==> config.mk <==
export PLATFORM = sky130hd
export DESIGN_NAME = lsm_uop_seq
export DESIGN_NICKNAME = d
export VERILOG_FILES = /design/src/rtl/lsm_pkg.sv /design/src/rtl/lsm_popcount.sv /design/src/rtl/lsm_low_pick.sv /design/src/rtl/lsm_uop_seq.sv
export SDC_FILE = /design/constraint.sdc
export NUM_CORES = 1
export LEC_CHECK = 0
export CAP_MARGIN = 20
export CORE_UTILIZATION = 48
export DETAILED_ROUTE_END_ITERATION = 12
export HOLD_SLACK_MARGIN = 0.02
export PLACE_DENSITY = 0.83
export SLEW_MARGIN = 20
export SYNTH_ARGS = -nofsm -noshare
export SYNTH_HDL_FRONTEND = slang
export SYNTH_SLANG_ARGS = --single-unit
==> constraint.sdc <==
create_clock -name clk -period 2.5 [get_ports clk]
set_input_delay 0.25 -clock clk [delete_from_list [all_inputs] [get_ports clk]]
set_output_delay 0.25 -clock clk [all_outputs]
set_load 0.05 [all_outputs]
==> src/rtl/lsm_pkg.sv <==
package lsm_pkg;

  typedef enum logic [1:0] {
    UOP_ADDI  = 2'd0,
    UOP_SUBI  = 2'd1,
    UOP_LOAD  = 2'd2,
    UOP_STORE = 2'd3
  } uop_kind_e;

  typedef enum logic [1:0] {
    ST_IDLE = 2'd0,
    ST_COPY = 2'd1,
    ST_XFER = 2'd2,
    ST_WB   = 2'd3
  } seq_state_e;

  // offset of the first transfer for a given addressing mode and count
  function automatic int unsigned first_offset(bit pre, bit up, int unsigned n);
    unsigned_case: begin end
    if (up) return pre ? 4 : 0;
    return pre ? 4 * n : 4 * n - 4;
  endfunction

  // base adjustment applied by the writeback micro-op
  function automatic int unsigned base_step(int unsigned n);
    return 4 * n;
  endfunction

endpackage

==> src/rtl/lsm_popcount.sv <==
module lsm_popcount #(
  parameter int W   = 16,
  parameter int CNT = 5
) (
  input  logic [W-1:0]   vec,
  output logic [CNT-1:0] cnt
);
  always_comb begin
    cnt = '0;
    for (int i = 0; i < W; i++) cnt = cnt + CNT'(vec[i]);
  end
endmodule

==> src/rtl/lsm_low_pick.sv <==
module lsm_low_pick #(
  parameter int W  = 16,
  parameter int IW = 4
) (
  input  logic [W-1:0]  vec,
  output logic [IW-1:0] idx,
  output logic [W-1:0]  onehot
);
  always_comb begin
    idx = '0;
    for (int i = W - 1; i >= 0; i--) begin
      if (vec[i]) idx = IW'(i);
    end
  end
  assign onehot = vec & (~vec + W'(1));
endmodule

==> src/rtl/lsm_uop_seq.sv <==
module lsm_uop_seq
  import lsm_pkg::*;
#(
  parameter int LIST_W  = 16,
  parameter int RIDX_W  = 5,
  parameter int OFS_W   = 8,
  parameter int SCRATCH = 17
) (
  input  logic                      clk,
  input  logic                      rst_n,
  input  logic                      cmd_valid,
  output logic                      cmd_ready,
  input  logic [LIST_W-1:0]         cmd_mask,
  input  logic                      cmd_pre,
  input  logic                      cmd_up,
  input  logic                      cmd_priv,
  input  logic                      cmd_wb,
  input  logic                      cmd_load,
  input  logic [$clog2(LIST_W)-1:0] cmd_base,
  output logic                      cmd_err,
  output logic                      uop_valid,
  input  logic                      uop_ready,
  output logic [1:0]                uop_op,
  output logic [RIDX_W-1:0]         uop_dst,
  output logic [RIDX_W-1:0]         uop_src,
  output logic [OFS_W-1:0]          uop_ofs,
  output logic                      uop_sub,
  output logic                      uop_last
);
  localparam int BASE_W = $clog2(LIST_W);
  localparam int CNT_W  = $clog2(LIST_W + 1);
  localparam logic [RIDX_W-1:0] SCR_IDX = RIDX_W'(SCRATCH);
  localparam logic [OFS_W-1:0]  STEP    = OFS_W'(4);

  seq_state_e          state_q;
  logic [LIST_W-1:0]   mask_q;
  logic [OFS_W-1:0]    ofs_q;
  logic [CNT_W-1:0]    cnt_q;
  logic                up_q, wb_q, load_q, err_q;
  logic [BASE_W-1:0]   base_q;

  logic [CNT_W-1:0]    cmd_cnt;
  logic [BASE_W-1:0]   pick_idx;
  logic [LIST_W-1:0]   pick_oh;

  lsm_popcount #(.W(LIST_W), .CNT(CNT_W)) u_pop (
    .vec(cmd_mask), .cnt(cmd_cnt)
  );

  lsm_low_pick #(.W(LIST_W), .IW(BASE_W)) u_pick (
    .vec(mask_q), .idx(pick_idx), .onehot(pick_oh)
  );

  // named events, also observed by the checker
  logic cmd_fire, cmd_bad, start_fire, uop_fire, xfer_fire, final_xfer;
  logic xfer_more, seq_done;

  assign cmd_ready  = (state_q == ST_IDLE);
  assign cmd_fire   = cmd_valid & cmd_ready;
  assign cmd_bad    = cmd_priv | (cmd_mask == '0);
  assign start_fire = cmd_fire & ~cmd_bad;
  assign uop_valid  = (state_q != ST_IDLE);
  assign uop_fire   = uop_valid & uop_ready;
  assign xfer_fire  = uop_fire & (state_q == ST_XFER);
  assign final_xfer = ((mask_q & ~pick_oh) == '0);
  assign xfer_more  = xfer_fire & ~final_xfer;
  assign seq_done   = uop_fire & uop_last;
  assign cmd_err    = err_q;

  always_ff @(posedge clk or negedge rst_n) begin
    if (!rst_n) begin
      state_q <= ST_IDLE;
      mask_q  <= '0;
      ofs_q   <= '0;
      cnt_q   <= '0;
      up_q    <= 1'b0;
      wb_q    <= 1'b0;
      load_q  <= 1'b0;
      base_q  <= '0;
      err_q   <= 1'b0;
    end else begin
      err_q <= cmd_fire & cmd_bad;
      case (state_q)
        ST_IDLE: if (start_fire) begin
          state_q <= ST_COPY;
          mask_q  <= cmd_mask;
          cnt_q   <= cmd_cnt;
          ofs_q   <= OFS_W'(first_offset(cmd_pre, cmd_up, int'(cmd_cnt)));
          up_q    <= cmd_up;
          wb_q    <= cmd_wb;
          load_q  <= cmd_load;
          base_q  <= cmd_base;
        end
        ST_COPY: if (uop_fire) state_q <= ST_XFER;
        ST_XFER: if (uop_fire) begin
          mask_q <= mask_q & ~pick_oh;
          ofs_q  <= up_q ? ofs_q + STEP : ofs_q - STEP;
          if (final_xfer) state_q <= wb_q ? ST_WB : ST_IDLE;
        end
        ST_WB: if (uop_fire) state_q <= ST_IDLE;
        default: state_q <= ST_IDLE;
      endcase
    end
  end

  uop_kind_e kind;
  always_comb begin
    kind     = UOP_ADDI;
    uop_dst  = '0;
    uop_src  = '0;
    uop_ofs  = '0;
    uop_sub  = 1'b0;
    uop_last = 1'b0;
    case (state_q)
      ST_COPY: begin
        kind    = UOP_ADDI;
        uop_dst = SCR_IDX;
        uop_src = RIDX_W'(base_q);
      end
      ST_XFER: begin
        kind     = load_q ? UOP_LOAD : UOP_STORE;
        uop_dst  = RIDX_W'(pick_idx);
        uop_src  = SCR_IDX;
        uop_ofs  = ofs_q;
        uop_sub  = ~up_q;
        uop_last = ~wb_q & final_xfer;
      end
      ST_WB: begin
        kind     = up_q ? UOP_ADDI : UOP_SUBI;
        uop_dst  = RIDX_W'(base_q);
        uop_src  = RIDX_W'(base_q);
        uop_ofs  = OFS_W'(base_step(int'(cnt_q)));
        uop_sub  = ~up_q;
        uop_last = 1'b1;
      end
      default: ;
    endcase
  end
  assign uop_op = kind;

endmodule

; After elaboration in Yosys (flattened, before gate mapping)
; Index checks and enable logic that the tools add are counted.
[totals]
latchBits = 0
rom_bits = 0
out_inout_bits = 25
memories = 0
regBits = 39
input_bits = 29
elab_cells = 104
mem_bits_rw = 0
[classes]
mux = 45
n_div = 0
bitwise_logic = 13
n_eq_ne = 8
reduce_logical = 10
n_lt_le_gt_ge = 0
shift = 0
addsub = 19
multipliers = 0
[ops]
columns = cell, count
row1 = adder 5 x 1 -> 5 bit, 14
row2 = 2-to-1 mux 4 bit, 16
row3 = 2-to-1 mux 8 bit, 5
row4 = bitwise AND 16 bit, 2
row5 = logical NOT 16 bit, 2
row6 = 2-to-1 mux 16 bit, 2
row7 = NOT 16 bit, 2
row8 = one-hot mux 16 bit (2 select lines), 1
row9 = one-hot mux 8 bit (2 select lines), 2
row10 = adder 16 x 1 -> 16 bit (second input constant), 1
row11 = one-hot mux 5 bit (3 select lines), 1
row12 = 2-to-1 mux 2 bit, 6
row13 = one-hot mux 5 bit (2 select lines), 1
row14 = adder 8 x 3 -> 8 bit (second input constant), 1
row15 = != test 2 bit (second input constant), 4
row16 = one-hot mux 2 bit (4 select lines), 1
row17 = subtractor 7 x 3 -> 8 bit (second input constant), 1
row18 = subtractor 8 x 3 -> 8 bit (second input constant), 1
row19 = 2-to-1 mux 1 bit, 6
row20 = 2-to-1 mux 3 bit, 2
row21 = bitwise AND 1 bit, 5
row22 = AND reduction 5 bit, 1
row23 = equality test 2 bit (second input constant), 2
row24 = one-hot mux 2 bit (2 select lines), 1
row25 = other kinds (11), 15

; Logic depth before layout (Yosys ltp)
; Gate-level depths: netlist (run 1).
[depth]
ltp_word = 20
depth_mapped = 17
depth_no_buf = 17

; Modules after synthesis
; A second synthesis (run 1) with hierarchy kept.
[hier_totals]
hier_cells = 360
area_unflattened_um2 = 3183.1
[modules_own_cells]
columns = mod, area_each_um2, seq_area_each_um2, cells_each, n_inst
row1 = lsm_uop_seq, 2443.6, 925.9, 259, 1
row2 = lsm_popcount, 407.9, 0.0, 47, 1
row3 = lsm_low_pick, 331.6, 0.0, 54, 1

; Worst setup path before layout (run 1)
; No wires, ideal clock.
[synth_timing]
kind = in2reg
startpoint = input cmd_mask[1]
endpoint = register ofs_q[6]
arrival_time_ps = 4212
setup_slack_ps = -1833
n_path_buf = 0
required_ps = 2379
path_stages = 15
setup_ps = 121
cell_sequence = inv_1 > ha_1 > inv_1 > fa_1 > fa_1 > fa_1 > fa_1 > fa_1 > fa_1 > ha_1 > nor2b_1 > nand2_1 > o221ai_1 > a21boi_0 > o22a_1
[synth_between]
elab_chain_len = 20
word_cells_on_any_way = 26
classes_between = add/sub: 16 / eq/ne: 1 / mux: 4 / bitwise: 3 / reduce/logical: 2
[synth_lines]
columns = element, line
row1 = "start, declared", lsm_uop_seq.sv:13  ; input logic [LIST_W-1:0] cmd_mask,
row2 = adder 1 x 1 -> 2 bit, lsm_popcount.sv:10  ; for (int i = 0; i < W; i++) cnt = cnt + CNT'(vec[i]);
row3 = adder 5 x 1 -> 5 bit (14 in a row), lsm_popcount.sv:10
row4 = subtractor 7 x 3 -> 8 bit, lsm_pkg.sv:21  ; return pre ? 4 * n : 4 * n - 4;
row5 = 2-to-1 mux 8 bit (2 in a row), lsm_pkg.sv:21
row6 = 2-to-1 mux 8 bit, lsm_uop_seq.sv:84  ; ST_IDLE: if (start_fire) begin
row7 = one-hot mux 8 bit (2 select lines), lsm_uop_seq.sv:83  ; case (state_q)
row8 = "end signal, assigned", lsm_uop_seq.sv:88  ; ofs_q <= OFS_W'(first_offset(cmd_pre, cmd_up, int'(cmd_cnt)));
row9 = "end signal, assigned", lsm_uop_seq.sv:97  ; ofs_q <= up_q ? ofs_q + STEP : ofs_q - STEP;
row10 = "end, declared", lsm_uop_seq.sv:37  ; logic [OFS_W-1:0] ofs_q;
; Several ways; a longest one is shown, not always the timed one. The select of a mux whose other input is x is not followed.
; A chain may end at the register's enable or synchronous reset.

; Final worst setup path (run 1)
[layout_timing]
startpoint = input cmd_mask[0]
endpoint = register ofs_q[6]
; Same word-level chain as after synthesis.

==> results of run 1 <==
[layout make-up]
type	count	area [um^2]
clock buffers	5	68.8
well taps	72	90.1
multi-input cells	250	1830
clock inverters	3	17.5
inverters	34	140
repair buffers	114	1050
flip-flops and latches	37	926
fillers	410	1480
[worst max-delay path: stages]
cell and delay [ns]:
buf_8 0.09, inv_8 0.03, ha_4 0.25, inv_2 0.03, fa_1 0.57, fa_1 0.47, fa_1 0.57, fa_1 0.43
fa_2 0.37, fa_2 0.57, ha_4 0.12, nor2b_4 0.15, nand2_2 0.08, nor2_1 0.10, nand2_1 0.07, a21boi_1 0.16
o22a_1 0.13
[cell families after synthesis]
logic type                 after synthesis
xor gates and xnor gates                 8
other                                    1
AOI/OAI and AO/OA                       91
muxes                                    8
and+or+nand+nor                        116
buffers and inverters                   54
DFF                                     37
adders and majority gates               25
[cells in the final DEF, fill, tap and decap left out, types with 3 or more instances in the layout]
cell	count
a211o_1	3
a211oi_1	3
a21o_1	3
a21oi_1	13
and2_1	4
buf_12	7
buf_4	67
buf_6	3
clkbuf_8	5
clkdlybuf4s50_1	30
dfrtp_1	37
dlygate4sd2_1	5
fa_1	9
ha_1	10
inv_1	28
inv_2	4
mux2i_1	8
nand2_1	36
nand3_1	3
nor2_1	35
nor2b_1	3
nor2b_4	3
nor3_1	7
nor4_1	3
o21a_1	4
o21ai_0	27
o21ai_1	8
o21ai_2	3
o22ai_1	3
or4_1	3
xnor2_1	4
xor2_1	3
[worst max path at each step]
stage                     start        to  cells past startpoint
floorplan           cmd_mask[0]  ofs_q[6]                     15
finish              cmd_mask[0]  ofs_q[6]                     17
global route        cmd_mask[0]  ofs_q[6]                     17
global placement    cmd_mask[0]  ofs_q[6]                     16
detailed placement  cmd_mask[0]  ofs_q[6]                     16
CTS                 cmd_mask[0]  ofs_q[6]                     17
[repair_timing]
item                       in CTS  in global routing
setup endpoints to repair      13                 14
pin swaps                      19                 12
setup buffers                   3                  7
gates resized for setup        32                 12
[flip-flops by register name, summed over array words and instances, names as in the netlist]
register,cells
cmd_err,1
ofs_q,6
cnt_q,5
up_q,1
load_q,1
mask_q,16
state_q,2
wb_q,1
base_q,4
[stage by stage]
stage / cell area, um^2 / std cells / utilization [%]
after floorplan: 2920 / 341 / -
after global placement: 3880 / 499 / 69.2
after global routing: 4130 / 515 / 73.6
after CTS: 4020 / 510 / 71.8
final: 4130 / 515 / 73.6
after detailed placement: 3880 / 499 / 69.2
[per-layer routing]
layer	routed length (um)	global-route usage (%)	vias up
met2	4060	47.0	101
met1	3480	34.9	1393
li1	-	-	1377
met4	182	9.07	0
met3	428	4.37	18
met5	0	0	-
==> metrics, run 1 <==
Final ANT Viol Nets=0; fmax=about 0.24 GHz; simple-gate portion of the synthesized area=19.9%; Longest Clk Path Bufs=2; DR vias=2889; sequential share of the synthesized area=approximately 33%; worst-case reg-to-reg path depth=7; CTS H-Tree Depth=2; worst setup margin=-1.69 ns; Final Hold Vio Count=0; RSZ-0062 raised after global routing=yes; final WL=8150 um; Placement Setup Slack=-2.54 ns; Port Buf Inserts=51; syn_area_per_cell=8.32 um^2; worst rel slew slack=between 60% and 70%; worst hold path startpoint=cmd_mask[1]; post-layout minimum cycle time=4.19 ns; CTS tree=done; crit path DAT=4.43 ns; standard-cell rows=27; Initial Util=50.4%; CTS clock-pin slew for the worst setup and hold paths=0.07 ns; Yosys cell types=58; top cells by count, synth=dfrtp_1 (37), nand2_1 (37), nor2_1 (35); P&R area growth vs syn=45.9%; post-synthesis mux area share=between 2 and 3%; CTS Buf Count=5; Worst setup EP type=flip-flop; status=complete, but fails checks; # clock sinks=37; DRT iter0 DRCs=about 270; Die Y=between 70 and 80 um; GRT Util Overall=27.4%; EDFF count, synth=0; Setup TNS Final=-15.55 ns; FF-to-FF End=state_q[1]; Yosys top cell area share=32.7%; Slew Limit Fails=0; failing checks=setup timing; first-pass GRT wire length=between 10000 and 15000 um; Max Cap Violations=0; Clock Latency Late Sink=around 0.3 ns; Synth Register Bits=37; post-synthesis compound-gate area fraction=20.2%; Setup-failing EPs final=12; vias in the first global route=2766; Cells on Worst Hold Path=4; CP Launch Type=input pin; Root Driver=clkbuf_8; Hold Buf Count CTS=0; ANT cells=0; CP Class=input pin to flip-flop; DIE AREA=0.00620 mm^2; R2R Setup Slk=around 0.16 ns; Yosys warnings=0; largest cells by area after synthesis=dfrtp_1 (33%), fa_1 (7.8%), o21ai_0 (5.7%), ha_1 (5.3%), nand2_1 (4.9%); GRT overflow=0; hold endpoint=mask_q[1]; core area=between 0.005 and 0.006 mm^2; crit share post-route=168%; GP Congestion=0.970; Adder-Cell Fraction of Synth Area=13.8%; hpwl dp=6300 um; clk_skew=0.0118 ns; Die X=78.8 um; Synth Area in XOR/XNOR=2.48%; fraction of layout cells with a size suffix above 1=roughly 27%; Min Hold Slack=0.324 ns; measured slew at the worst slew-check pin=0.497 ns; per-cell routed wire length=15.8 um; R2R Path Start=mask_q[6]; Crit Path Max Fanout=2; Syn Inst Count=340; Synth Cell Area=around 0.0028 mm^2; drt pass-1 iters=5; largest net degree at the start of global routing=38; Synth Flop Type=dfrtp_1; WP data required=2.74 ns; initial antenna violation count=0; largest family of logic cells by synthesized area=compound AO/OA/AOI/OAI gates; Post-synth ARST share=100%; DR DRC count=0; nets=494; Hold Path Class=input pin to flip-flop; cell accounting for the most synthesized area=dfrtp_1; I/O pins=54; vias per cell=~5.6
Power of run 1 is not shown: default switching activity piles up to over one toggle a cycle in this logic, so the estimate is an artifact.
==> inputs of run 2 (changes only) <==
--- a/config.mk
+++ b/config.mk
@@ -6,6 +6,7 @@
 export NUM_CORES = 1
 export LEC_CHECK = 0
 export CAP_MARGIN = 20
+export CORE_MARGIN = 2
 export CORE_UTILIZATION = 48
 export DETAILED_ROUTE_END_ITERATION = 12
 export HOLD_SLACK_MARGIN = 0.02
==> run 2 against run 1 <==
Against the previous run:
- the run still ends with setup timing left
- utilization is 0.18 points lower
- final area decreased by 0.24%
- clock skew barely moved
- sequential share of layout area increased by 0.055 points
- critical path depth stayed put
- non-clock buffer count is 4 lower
- maximum frequency increased by 0.54%
- cell count decreased by 0.78%
- clock-buffer cell count increased by 1
- routed wire length is 1.8% higher
==> metrics, run 2 (same netlist as run 1, synthesis figures left out) <==
Setup TNS Final=-14.94 ns (+0.618 ns); R2R Setup Slk=0.13 ns (-0.03 ns); Max Cap Violations=0 (unchanged); ANT cells=0 (unchanged); DR vias=2877 (-0.42%); hold endpoint=mask_q[0]; first-pass GRT wire length=13400 um (+2.6%); Placement Setup Slack=-2.46 ns (+0.0795 ns); commonest non-fill, non-tap cell in the layout=buf_4; status=complete, but fails checks; worst rel slew slack=66.7% (about the same); GRT Util Overall=26.8% (-0.53 points); Initial Util=50.4% (unchanged); Longest Clk Path Bufs=2 (unchanged); most flop-heavy register=mask_q; clk_skew=0.0116 ns (-0.000182 ns); GRT overflow=0 (unchanged); DRT iter0 DRCs=249 (-8.5%); P&R area growth vs syn=45.5%; crit path DAT=4.41 ns (-0.02 ns); Final ANT Viol Nets=0 (unchanged); hpwl dp=6340 um (+0.61%); failing checks=setup timing; drt pass-1 iters=4 (-1); fraction of layout cells with a size suffix above 1=28.2% (+1.4 points); CP Cell Sequence=buf_8, inv_6, ha_4, inv_2, fa_1, fa_1, fa_1, fa_1, fa_2, fa_2, ha_4, nor2b_4, nand2_2, nor2_1, nand2_1, a21boi_1, o22a_1; GP Congestion=0.958 (-1.3%); Crit Path Max Fanout=4 (+2); CTS Buf Count=5 (unchanged); FF-to-FF End=state_q[1]; CP Launch Type=input pin; worst setup margin=-1.67 ns (+0.0225 ns); max incr delay on CP=0.60 ns (+0.03 ns); vias in the first global route=2840 (+2.7%); CTS H-Tree Depth=2 (unchanged); Port Buf Inserts=51 (unchanged); Root Driver=clkbuf_8; placed cell areas=0.00385 mm^2 (-0.84%); Hold Path Class=input pin to flip-flop; Largest register FFs=16 (unchanged); nets=490 (-0.81%); DIE AREA=0.00652 mm^2 (+5.1%); Worst path slowest cell=fa_2; DR DRC count=0 (unchanged); core area=0.00561 mm^2 (unchanged); Final Hold Vio Count=0 (unchanged); WP data required=2.74 ns (about the same); initial antenna violation count=0 (unchanged); CP Class=input pin to flip-flop; Setup-failing EPs final=12 (unchanged); fmax=0.240 GHz (+0.54%); final WL=8300 um (+1.8%); R2R Path Start=mask_q[5]; Die X=80.8 um (+2.5%); crit share post-route=167% (-0.90 points); vias per cell=5.63 (+0.36%); CTS tree=done; post-layout minimum cycle time=4.17 ns (-0.0225 ns); most used cell, CP=fa_1; Clock Latency Late Sink=0.30 ns (about the same); worst-case reg-to-reg path depth=8 (+1); Cells on Worst Hold Path=3 (-1); Slew Limit Fails=0 (unchanged); standard-cell rows=27 (unchanged); top flop regs=mask_q x16, ofs_q x6, cnt_q x5; measured slew at the worst slew-check pin=0.498 ns (+0.000472 ns); Min Hold Slack=0.334 ns (+0.00981 ns); fillers=418 (+2.0%); Worst setup EP type=flip-flop; largest net degree at the start of global routing=38 (unchanged); RSZ-0062 raised after global routing=yes; # clock sinks=37 (unchanged); I/O pins=54 (unchanged); fin area=0.00412 mm^2 (-0.24%); most frequent cells in the layout=buf_4 (64), dfrtp_1 (37), nand2_1 (36); Die Y=80.8 um (+2.5%); CTS clock-pin slew for the worst setup and hold paths=0.08 ns (about the same); per-cell routed wire length=16.2 um (+2.6%); worst hold path startpoint=cmd_mask[0]
run 2: changes by cell type in the layout (fill, tap and decap cells not counted), sizes merged:
cell | before | now
clkbuf | 5 | 6
clkdlybuf4s50 | 30 | 29
clkinvlp | 1 | 0
buf | 79 | 76
run 2: critical path, delay by kind of cell:
family / cells / cell delay [ns]
AOI/OAI and AO/OA: 2 / 0.26
buffers and inverters: 3 / 0.14
and+or+nand+nor: 4 / 0.40
adders and majority gates: 8 / 3.35
run 2: worst max-delay path by stage:
stage / slack (ns) / endpoint / cells past startpoint / startpoint
after global routing: -1.79 / ofs_q[6] / 16 / cmd_mask[1]
after detailed placement: -2.46 / ofs_q[6] / 16 / cmd_mask[0]
final: -1.67 / ofs_q[6] / 17 / cmd_mask[1]
after floorplan: -1.69 / ofs_q[6] / 15 / cmd_mask[0]
after CTS: -1.71 / ofs_q[5] / 14 / cmd_mask[1]
after global placement: -2.35 / ofs_q[6] / 16 / cmd_mask[0]
run 2: stage by stage:
| stage | cells | util [%] |
|---|---|---|
| 6_report | 511 | 73.4 |
| 3_5_place_dp | 495 | 68.6 |
| 5_1_grt | 511 | 73.4 |
| 2_1_floorplan | 341 | - |
| 4_1_cts | 507 | 71.4 |
| 3_3_place_gp | 495 | 68.6 |
run 2: timing repair:
item | CTS | global route
setup endpoints to repair | 13 | 15
resized for setup | 34 | 19
pin swaps | 17 | 7
hold buffers | 0 | 0
buffers inserted | 5 | 5
run 2: final cells by class:
type,instances,area (um^2),area share (%)
Clock buffer,6,72.6,1.76
Clock inverter,2,10.0,0.243
Inverter,34,140,3.40
Multi-Input combinational cell,250,1860,45.2
Sequential cell,37,926,22.5
Tap cell,72,90.1,2.19
Timing Repair Buffer,110,1020,24.7
run 2: layer usage:
layer | vias to the layer above | part of all wire (%) | global-route usage (%) | wire length, um
met5 | - | 0 | 0 | 0
met2 | 100 | 50 | 45.1 | 4140
met1 | 1398 | 42 | 35.8 | 3480
met3 | 17 | 6.1 | 3.89 | 503
li1 | 1362 | - | - | -
met4 | 0 | 2.0 | 9.15 | 167
Power of run 2 is left out for the same reason.
==> inputs of run 3 (changes only) <==
==> constraint.sdc (replaced) <==
create_clock -name clk -period 3.5 [get_ports clk]
set_input_delay 0.35 -clock clk [delete_from_list [all_inputs] [get_ports clk]]
set_output_delay 0.35 -clock clk [all_outputs]
set_load 0.05 [all_outputs]
==> run 3 against run 2 <==
Against the previous run:
- the flow still finishes with violations (setup timing)
- register-to-register slack better by 0.84 ns
- clock skew is 0.0061 ns lower
- final area is 7.8% lower
- utilization is 5.7 points lower
- sequential cell count stayed put
- critical path depth is 1 lower
- via count is 7.8% lower
==> metrics, run 3 (same netlist as run 1, synthesis figures left out) <==
vias in the first global route=2562 (-9.8%); commonest non-fill, non-tap cell in the layout=clkdlybuf4s50_1; post-layout minimum cycle time=around 4.2 ns; Crit Path Max Fanout=3 (-1); Die X=80.8 um (unchanged); nets=458 (-6.5%); Max Cap Violations=0 (unchanged); worst rel slew slack=54.6% (-12 points); I/O pins=54 (unchanged); Worst setup EP type=flip-flop; R2R Path Start=mask_q[2]; FF-to-FF End=state_q[1]; initial antenna violation count=0 (unchanged); crit path DAT=4.39 ns (-0.02 ns); Largest register FFs=16 (unchanged); Final Hold Vio Count=0 (unchanged); CTS tree=done; GRT Util Overall=25.3% (-1.6 points); DIE AREA=0.00652 mm^2 (unchanged); largest net degree at the start of global routing=38 (unchanged); R2R Setup Slk=0.97 ns (+0.84 ns); top flop regs=mask_q x16, ofs_q x6, cnt_q x5; clk_skew=0.00551 ns (-0.00613 ns); Port Buf Inserts=51 (unchanged); per-cell routed wire length=15.7 um (-3.1%); standard-cell rows=27 (unchanged); worst setup margin=-0.707 ns (+0.965 ns); GRT overflow=0 (unchanged); Root Driver=clkbuf_8; Post-Place Cells=469 (-5.3%); fraction of layout cells with a size suffix above 1=15.7% (-13 points); CP Class=input pin to flip-flop; DR vias=2654 (-7.8%); most used routing layer in global routing=met2; hold endpoint=mask_q[1]; core area=0.00561 mm^2 (unchanged); DRT iter0 DRCs=212 (-15%); final WL=7530 um (-9.2%); CP Launch Type=input pin; P&R area growth vs syn=34.2%; Final ANT Viol Nets=0 (unchanged); hpwl dp=5840 um (-7.9%); # clock sinks=37 (unchanged); most frequent cells in the layout=clkdlybuf4s50_1 (42), dfrtp_1 (37), nand2_1 (36); worst-case reg-to-reg path depth=6 (-2); CTS clock-pin slew for the worst setup and hold paths=0.08 ns (about the same); WP data required=3.68 ns (+0.94 ns); Die Y=80.8 um (unchanged); drt pass-1 iters=4 (unchanged); status=complete, but fails checks; fillers=464 (+11%); GP Congestion=0.915 (-4.5%); Longest Clk Path Bufs=2 (unchanged); crit share post-route=120%; Clock Latency Late Sink=0.29 ns (about the same); most flop-heavy register=mask_q; CTS H-Tree Depth=2 (unchanged); Setup-failing EPs final=10 (-2); Slew Limit Fails=0 (unchanged); Hold Path Class=input pin to flip-flop; RSZ-0062 raised after global routing=yes; measured slew at the worst slew-check pin=0.676 ns (+0.178 ns); fmax=0.238 GHz; Initial Util=50.4% (unchanged); met1 Use GR=34.6% (-1.2 points); worst hold path startpoint=cmd_mask[1]; non-filler cells, final=479 (-6.3%); DR DRC count=0 (unchanged); GRT met3 Usage=2.33% (-1.6 points); CTS Buf Count=5 (unchanged); ANT cells=0 (unchanged); GR Util met2=41.0% (-4.1 points); Cells on Worst Hold Path=4 (+1); vias per cell=5.54 (-1.6%); first-pass GRT wire length=12500 um (-6.4%); Hold Buf Count CTS=0 (unchanged); failing checks=setup timing
==> run 3: cell count changes in the layout (fill, tap and decap cells not counted), moves of 2 or more <==
cell,change
or4_1,+3
or4_4,-3
buf_12,-6
bufinv_16,+2
buf_6,-2
buf_4,-37
o21ai_2,-4
o21ai_0,+3
clkdlybuf4s50_1,+13
==> run 3: how the worst max path moves through the flow <==
stage,start,end,slack [ns],cells past startpoint
final,cmd_mask[0],ofs_q[6],-0.71,16
after CTS,cmd_mask[0],ofs_q[4],-0.77,15
after floorplan,cmd_mask[0],ofs_q[6],-0.79,15
after global placement,cmd_mask[0],ofs_q[6],-1.45,16
after detailed placement,cmd_mask[0],ofs_q[6],-1.60,16
after global routing,cmd_mask[0],ofs_q[6],-0.81,16
==> run 3: critical path, cell delays in order <==
cell	delay, ns
buf_8	0.09
inv_8	0.03
ha_4	0.25
inv_2	0.03
fa_1	0.45
fa_1	0.51
fa_1	0.45
fa_1	0.50
fa_2	0.40
fa_2	0.59
ha_4	0.13
nor2b_4	0.15
nand2_2	0.07
o221ai_2	0.14
a21boi_1	0.09
o22a_1	0.16
==> run 3: final cells by class <==
type	count	area, um^2	area share (%)
Clock buffer	5	68.8	1.81
Tap cell	72	90.1	2.37
Sequential cell	37	926	24.4
Clock inverter	3	65.1	1.71
Inverter	34	140	3.69
Timing Repair Buffer	78	728	19.2
Multi-Input combinational cell	250	1780	46.8
==> run 3: stage by stage <==
stage                     setup TNS, ns  instance area, um^2  util, %  setup slack [ns]  hold slack [ns]
after floorplan                   -4.47                 2900        -            -0.795           0.0544
after CTS                         -4.97                 3780     67.4            -0.773            0.426
after global placement           -12.20                 3600     64.2             -1.45            0.451
final                             -4.11                 3800     67.7            -0.707            0.425
after detailed placement         -13.16                 3600     64.2             -1.60            0.462
after global routing              -5.25                 3800     67.7            -0.806            0.442
==> run 3: metal layers <==
metal	vias up	part of all wire, %
met2	87	49
li1	1298	-
met4	0	2.4
met1	1254	43
met3	15	5.4
met5	-	0
==> run 3: what timing repair did <==
action                                  in CTS  in global routing
resized for setup                           31                  2
endpoints found under the setup margin      11                 11
pin swaps                                   17                 10
buffers inserted                             1                  1
Power of run 3 is left out for the same reason.
